==> src/rtl/pktirq_pkg.sv <==
package pktirq_pkg;

    typedef enum logic [1:0] {
        DMA_OFF     = 2'd0,
        DMA_BURST   = 2'd1,
        DMA_DEMAND  = 2'd2,
        DMA_OFF_ALT = 2'd3
    } dma_mode_e;

    localparam int SRC_COUNT = 0;
    localparam int SRC_DONE  = 1;
    localparam int NUM_SRC   = 2;

    typedef struct packed {
        logic en;
        logic pend;
    } src_state_t;

    function automatic logic mode_is_burst(input dma_mode_e m);
        return m == DMA_BURST;
    endfunction

    function automatic logic mode_is_demand(input dma_mode_e m);
        return m == DMA_DEMAND;
    endfunction

endpackage

==> src/rtl/pktirq_trig.sv <==
module pktirq_trig #(
    parameter int CNT_W  = 6,
    parameter int LINE_W = 9
) (
    input  logic              clk,
    input  logic              rst,
    input  logic [CNT_W-1:0]  pkt_avail,
    input  logic [CNT_W-1:0]  thr_level,
    input  logic              line_gate_en,
    input  logic [LINE_W-1:0] line_num,
    input  logic [LINE_W-1:0] line_target,
    output logic              evt
);
    logic level_ok;
    logic line_ok;
    logic cond_now;
    logic cond_q;

    assign level_ok = (thr_level != '0) && (pkt_avail >= thr_level);
    assign line_ok  = !line_gate_en || (line_num == line_target);
    assign cond_now = level_ok && line_ok;
    assign evt      = cond_now && !cond_q;

    always_ff @(posedge clk) begin
        if (rst) begin
            cond_q <= 1'b0;
        end else begin
            cond_q <= cond_now;
        end
    end
endmodule

==> src/rtl/pktirq_src.sv <==
module pktirq_src
    import pktirq_pkg::*;
(
    input  logic       clk,
    input  logic       rst,
    input  logic       evt,
    input  logic       auto_mask,
    input  logic       en_set,
    input  logic       en_clr,
    input  logic       sts_clr,
    output src_state_t st
);
    src_state_t st_n;
    logic       fire;

    assign fire = evt && st.en;

    always_comb begin
        st_n.pend = (st.pend && !sts_clr) || fire;
        st_n.en   = st.en;
        if (fire && auto_mask) st_n.en = 1'b0;
        if (en_set)            st_n.en = 1'b1;
        if (en_clr)            st_n.en = 1'b0;
    end

    always_ff @(posedge clk) begin
        if (rst) begin
            st <= '0;
        end else begin
            st <= st_n;
        end
    end
endmodule

==> src/rtl/pktirq_dma.sv <==
module pktirq_dma
    import pktirq_pkg::*;
#(
    parameter int CNT_W     = 6,
    parameter int PKT_BYTES = 44
) (
    input  logic             clk,
    input  logic             rst,
    input  dma_mode_e        mode,
    input  logic [CNT_W-1:0] pkt_avail,
    input  logic [CNT_W-1:0] burst_len,
    input  logic             dma_start,
    input  logic             dmack,
    input  logic             rd_strobe,
    output logic             dmarq,
    output logic             burst_active,
    output logic             done_evt
);
    localparam int BYTE_W = (PKT_BYTES > 1) ? $clog2(PKT_BYTES) : 1;
    localparam logic [BYTE_W-1:0] LAST_BYTE = BYTE_W'(PKT_BYTES - 1);
    localparam logic [CNT_W-1:0]  ONE_PKT   = CNT_W'(1);

    logic [BYTE_W-1:0] byte_cnt;
    logic [CNT_W-1:0]  left;
    logic              is_burst;
    logic              is_demand;
    logic              xfer;
    logic              pkt_end;
    logic              data_ready;
    logic              want;

    assign is_burst   = mode_is_burst(mode);
    assign is_demand  = mode_is_demand(mode);
    assign xfer       = dmack && rd_strobe && (is_demand || (is_burst && burst_active));
    assign pkt_end    = xfer && (byte_cnt == LAST_BYTE);
    assign data_ready = (byte_cnt != '0) || (pkt_avail != '0);
    assign want       = data_ready && (is_demand || (is_burst && burst_active));
    assign done_evt   = pkt_end && is_burst && (left == ONE_PKT);

    always_ff @(posedge clk) begin
        if (rst) begin
            byte_cnt <= '0;
        end else if (!is_burst && !is_demand) begin
            byte_cnt <= '0;
        end else if (xfer) begin
            byte_cnt <= pkt_end ? '0 : byte_cnt + 1'b1;
        end
    end

    always_ff @(posedge clk) begin
        if (rst) begin
            burst_active <= 1'b0;
            left         <= '0;
        end else if (!is_burst) begin
            burst_active <= 1'b0;
            left         <= '0;
        end else if (!burst_active) begin
            if (dma_start && (burst_len != '0)) begin
                burst_active <= 1'b1;
                left         <= burst_len;
            end
        end else if (pkt_end) begin
            left <= left - 1'b1;
            if (left == ONE_PKT) burst_active <= 1'b0;
        end
    end

    always_ff @(posedge clk) begin
        if (rst) begin
            dmarq <= 1'b0;
        end else begin
            dmarq <= want && !dmack;
        end
    end
endmodule

==> src/rtl/pktirq_dma_ctrl.sv <==
module pktirq_dma_ctrl
    import pktirq_pkg::*;
#(
    parameter int CNT_W     = 6,
    parameter int LINE_W    = 9,
    parameter int PKT_BYTES = 44
) (
    input  logic              clk,
    input  logic              rst,
    input  logic [CNT_W-1:0]  pkt_avail,
    input  logic [LINE_W-1:0] line_num,
    input  logic              rd_strobe,
    input  logic              dmack,
    input  logic [CNT_W-1:0]  thr_level,
    input  logic              line_gate_en,
    input  logic [LINE_W-1:0] line_target,
    input  logic [1:0]        auto_mask,
    input  logic [1:0]        en_set,
    input  logic [1:0]        en_clr,
    input  logic [1:0]        sts_clr,
    input  logic [1:0]        dma_mode,
    input  logic [CNT_W-1:0]  burst_len,
    input  logic              dma_start,
    output logic              irq,
    output logic              dmarq,
    output logic [1:0]        irq_en,
    output logic [1:0]        irq_pend,
    output logic              burst_active
);
    logic [NUM_SRC-1:0] src_evt;
    src_state_t         src_st [NUM_SRC];
    logic               count_evt;
    logic               done_evt;
    dma_mode_e          mode;

    assign mode = dma_mode_e'(dma_mode);

    pktirq_trig #(.CNT_W(CNT_W), .LINE_W(LINE_W)) u_trig (
        .clk          (clk),
        .rst          (rst),
        .pkt_avail    (pkt_avail),
        .thr_level    (thr_level),
        .line_gate_en (line_gate_en),
        .line_num     (line_num),
        .line_target  (line_target),
        .evt          (count_evt)
    );

    pktirq_dma #(.CNT_W(CNT_W), .PKT_BYTES(PKT_BYTES)) u_dma (
        .clk          (clk),
        .rst          (rst),
        .mode         (mode),
        .pkt_avail    (pkt_avail),
        .burst_len    (burst_len),
        .dma_start    (dma_start),
        .dmack        (dmack),
        .rd_strobe    (rd_strobe),
        .dmarq        (dmarq),
        .burst_active (burst_active),
        .done_evt     (done_evt)
    );

    assign src_evt[SRC_COUNT] = count_evt;
    assign src_evt[SRC_DONE]  = done_evt;

    for (genvar i = 0; i < NUM_SRC; i++) begin : g_src
        pktirq_src u_src (
            .clk       (clk),
            .rst       (rst),
            .evt       (src_evt[i]),
            .auto_mask (auto_mask[i]),
            .en_set    (en_set[i]),
            .en_clr    (en_clr[i]),
            .sts_clr   (sts_clr[i]),
            .st        (src_st[i])
        );
        assign irq_en[i]   = src_st[i].en;
        assign irq_pend[i] = src_st[i].pend;
    end

    assign irq = |irq_pend;
endmodule

==> config.mk <==
export PLATFORM = sky130hd
export DESIGN_NAME = pktirq_dma_ctrl
export DESIGN_NICKNAME = d
export VERILOG_FILES = /design/src/rtl/pktirq_pkg.sv /design/src/rtl/pktirq_trig.sv /design/src/rtl/pktirq_src.sv /design/src/rtl/pktirq_dma.sv /design/src/rtl/pktirq_dma_ctrl.sv
export SDC_FILE = /design/constraint.sdc
export NUM_CORES = 1
export LEC_CHECK = 0
export BUFFER_PORTS_ARGS = -buffer_cell sky130_fd_sc_hd__buf_2
export CORE_ASPECT_RATIO = 0.9
export CORE_UTILIZATION = 43
export DETAILED_ROUTE_END_ITERATION = 10
export GPL_ROUTABILITY_DRIVEN = 0
export PLACE_DENSITY = 0.76
export SYNTH_ARGS = -nofsm -noshare
export SYNTH_HDL_FRONTEND = slang
export SYNTH_HIERARCHICAL = 1
export SYNTH_SLANG_ARGS = --single-unit
==> constraint.sdc <==
create_clock -name clk -period 1.4 [get_ports clk]
set_clock_uncertainty 0.05 [all_clocks]
set_input_delay 0.14 -clock clk [delete_from_list [all_inputs] [get_ports clk]]
set_output_delay 0.14 -clock clk [all_outputs]
set_load 0.02 [all_outputs]
==> out/results.txt <==
Synth top area cells -> dfxtp_1 28%, ha_1 11%, xnor2_1 6.4%
Pre-CTS setup slack -> -0.2690 ns
Initial Utilization -> 0.4523
Initial antenna violation count -> 0
Minimum clock period -> 1.602 ns
Pleak -> 0.9644 nW
Vias per cell -> 5.337
Total track usage -> 0.2370
Post-synth cell types -> 43
Post-DP Area -> 1986 um^2
Register area share after synthesis -> 0.2764
Top_reg_cell synth -> dfxtp_1
Critical path data required time -> 1.55 ns
Vias -> 1,601
CTS root buffer -> clkbuf_4
Critical path class -> reg2reg
Share of cells above drive strength 1 -> 0.4845
Ports -> 59
Die outline height -> 55.67 um
HP Class -> in2reg
Critical Path Start Type -> register
Pwr dens -> 549.2 nW/um^2
CP max FO -> 3
Total CTS buffers -> 3
Total Power -> 1.183 mW
Placed Cells incl. Taps -> 290
Max Fclk -> 624.1 MHz
Worst Setup Slack, final -> -0.2023 ns
Post-Syn Instances -> 162
NumNets Final -> 323
# DRC -> 0
Routed WL -> 3.897 mm
Nature of the critical path endpoint -> register
Failing checks -> negative setup slack
Least-Margin Pin Slew -> 0.3416 ns
Design Area, Final -> 2153 um^2
DP Wirelength -> 2.991 mm
Die area -> 3431 um^2
Status -> finished, violations left
RSZ-0062 raised after global routing -> yes
Clk_lat worst skew -> 0.29 ns
Row count -> 19
Global-route wire length before repair -> 6.368 mm
Drt pass-1 iters -> 4
Layout Cells excl Fill -> 300
Min Hold Slack -> 0.005810 ns
Pins Over Slew Limit -> 0
Mapped Nets -> 226
CTS tree -> done
Largest net degree at the start of global routing -> 11
Antenna Nets Post-Route -> 0
Warnings, synthesis -> 6
Max Cap Violations -> 0
Vias in the first global route -> 1,504
Width of the die -> 61.64 um
Final core occ -> 0.7076
WL/cell -> 12.99 um
GRT busiest layer -> met2
Worst path arrival time -> 1.75 ns
Total inserted antenna cells -> 0
Grt ovf -> 0
Clock-pin slew on the worst setup and hold paths -> 0.11 ns
EDFF count, synth -> 0
Post-synth top area share -> 0.2764
Post-Syn Area -> 1376 um^2
Met2 Resource Use GR -> 0.3794
Post-synth ARST share -> 0
Total negative slack -> -1.015 ns
Endpoints failing hold -> 0
Period utilization -> 1.144
Reg2Reg Setup Slack -> -0.20 ns
GRT met3 Usage -> 0.03721
IO Port Bufs -> 58
Met1 Usage GRT -> 0.3348
Core Region -> 3043 um^2
Yosys top cell by area -> dfxtp_1
Clock sinks -> 19
Max_slew headroom -> 0.7723
Flops & latches, synth -> 19
DRT iter0 DRCs -> 52
Syn Area/Cell -> 8.496 um^2
Worst-case clock buffer depth -> 2
Fillcell total -> 260
Peak supply drop -> 0.0004493 V
H-tree depth -> 1
Endpoints failing setup -> 12
Syn-to-layout area delta -> 56.45%
worst max-delay path: stages, from the launching register on:
cell and delay, ns:
dfxtp_2 0.37, ha_4 0.14, and4_4 0.22, nand4_1 0.18, nor3_2 0.28, a21boi_1 0.10, o21a_1 0.17
layer usage:
layer / vias to the layer above / routed length, um
met5: - / 0
met3: 6 / 207
met4: 0 / 54
met2: 60 / 1863
met1: 747 / 1771
li1: 788 / -
state kept, by name, indices dropped and copies added, names as in the netlist:
signal,cells
g_src.u_src/st,4
u_dma/burst_active,1
u_dma/byte_cnt,6
u_dma/dmarq,1
u_dma/left,6
u_trig/cond_q,1
timing repair:
item,4_1_cts,5_1_grt
gates cloned,0,0
hold buffers,2,0
resized for setup,12,7
hold endpoints to repair,2,0
pin swaps,5,5
setup buffers,1,4
endpoints found under the setup margin,13,17
layout by cell type, fill, tap and decap left out, types with 2 or more instances in the layout:
cell           count
a21boi_1           4
a21o_1             3
a21oi_1            7
a21oi_2            2
a32o_1             2
buf_2             58
buf_4             34
clkbuf_4           3
dfxtp_1           16
dfxtp_2            2
dlygate4sd3_1      2
ha_1              11
inv_1             14
nand2_1            9
nand2b_1           4
nand3_1            7
nand3_2            2
nand3b_1           2
nand4_1            2
nor2_1            14
nor3_1             4
nor4_1             4
nor4b_2            2
o21a_1             3
o21ai_0            2
o22ai_2            2
o32ai_2            2
xnor2_1            9
xor2_1             3
layout make-up:
cell class | count | area, um^2 | area share
clock buffers | 4 | 26.28 | 0.01220
inverters | 14 | 52.55 | 0.02440
multi-input cells | 127 | 1070 | 0.4968
flip-flops and latches | 19 | 386.6 | 0.1795
well taps | 42 | 52.55 | 0.02440
repair buffers | 94 | 565.5 | 0.2626
where the power goes:
part	total, mW	switching, mW	leakage, nW	internal (mW)
logic	0.347	0.162	0.794	0.185
clock network	0.276	0.165	0.0150	0.111
registers	0.560	0.0104	0.156	0.550
cells by family after synthesis:
kind of cell,share of synthesized area
AND/OR/NAND/NOR,0.2500
AO/OA/AOI/OAI,0.2345
flip-flops,0.2764
buffers and inverters,0.04727
XOR/XNOR,0.08273
adder cells (fa/ha/maj),0.1091
synthesized netlist by cell type (all sizes together) (3+ instances only):
library cell / instances
o21ai: 3
nand2b: 4
nand3: 10
ha: 12
nor4b: 3
inv: 14
nand2: 10
xor2: 3
nor2: 15
dfxtp: 19
a21boi: 4
a21oi: 9
a21o: 3
nor4: 4
o21a: 3
nor3: 5
xnor2: 10
worst paths after layout:
| path | depth (start not counted) | start | endpoint |
|---|---|---|---|
| worst min register to register | 2 | g_src[1].u_src/st[1] | g_src[1].u_src/st[0] |
| worst min-delay path | 2 | en_set[0] | g_src[0].u_src/st[1] |
| worst max register to register | 6 | u_dma/byte_cnt[0] | g_src[1].u_src/st[1] |
| worst max-delay path | 6 | u_dma/byte_cnt[0] | g_src[1].u_src/st[1] |
No activity file was read; power rests on OpenSTA's default activity.
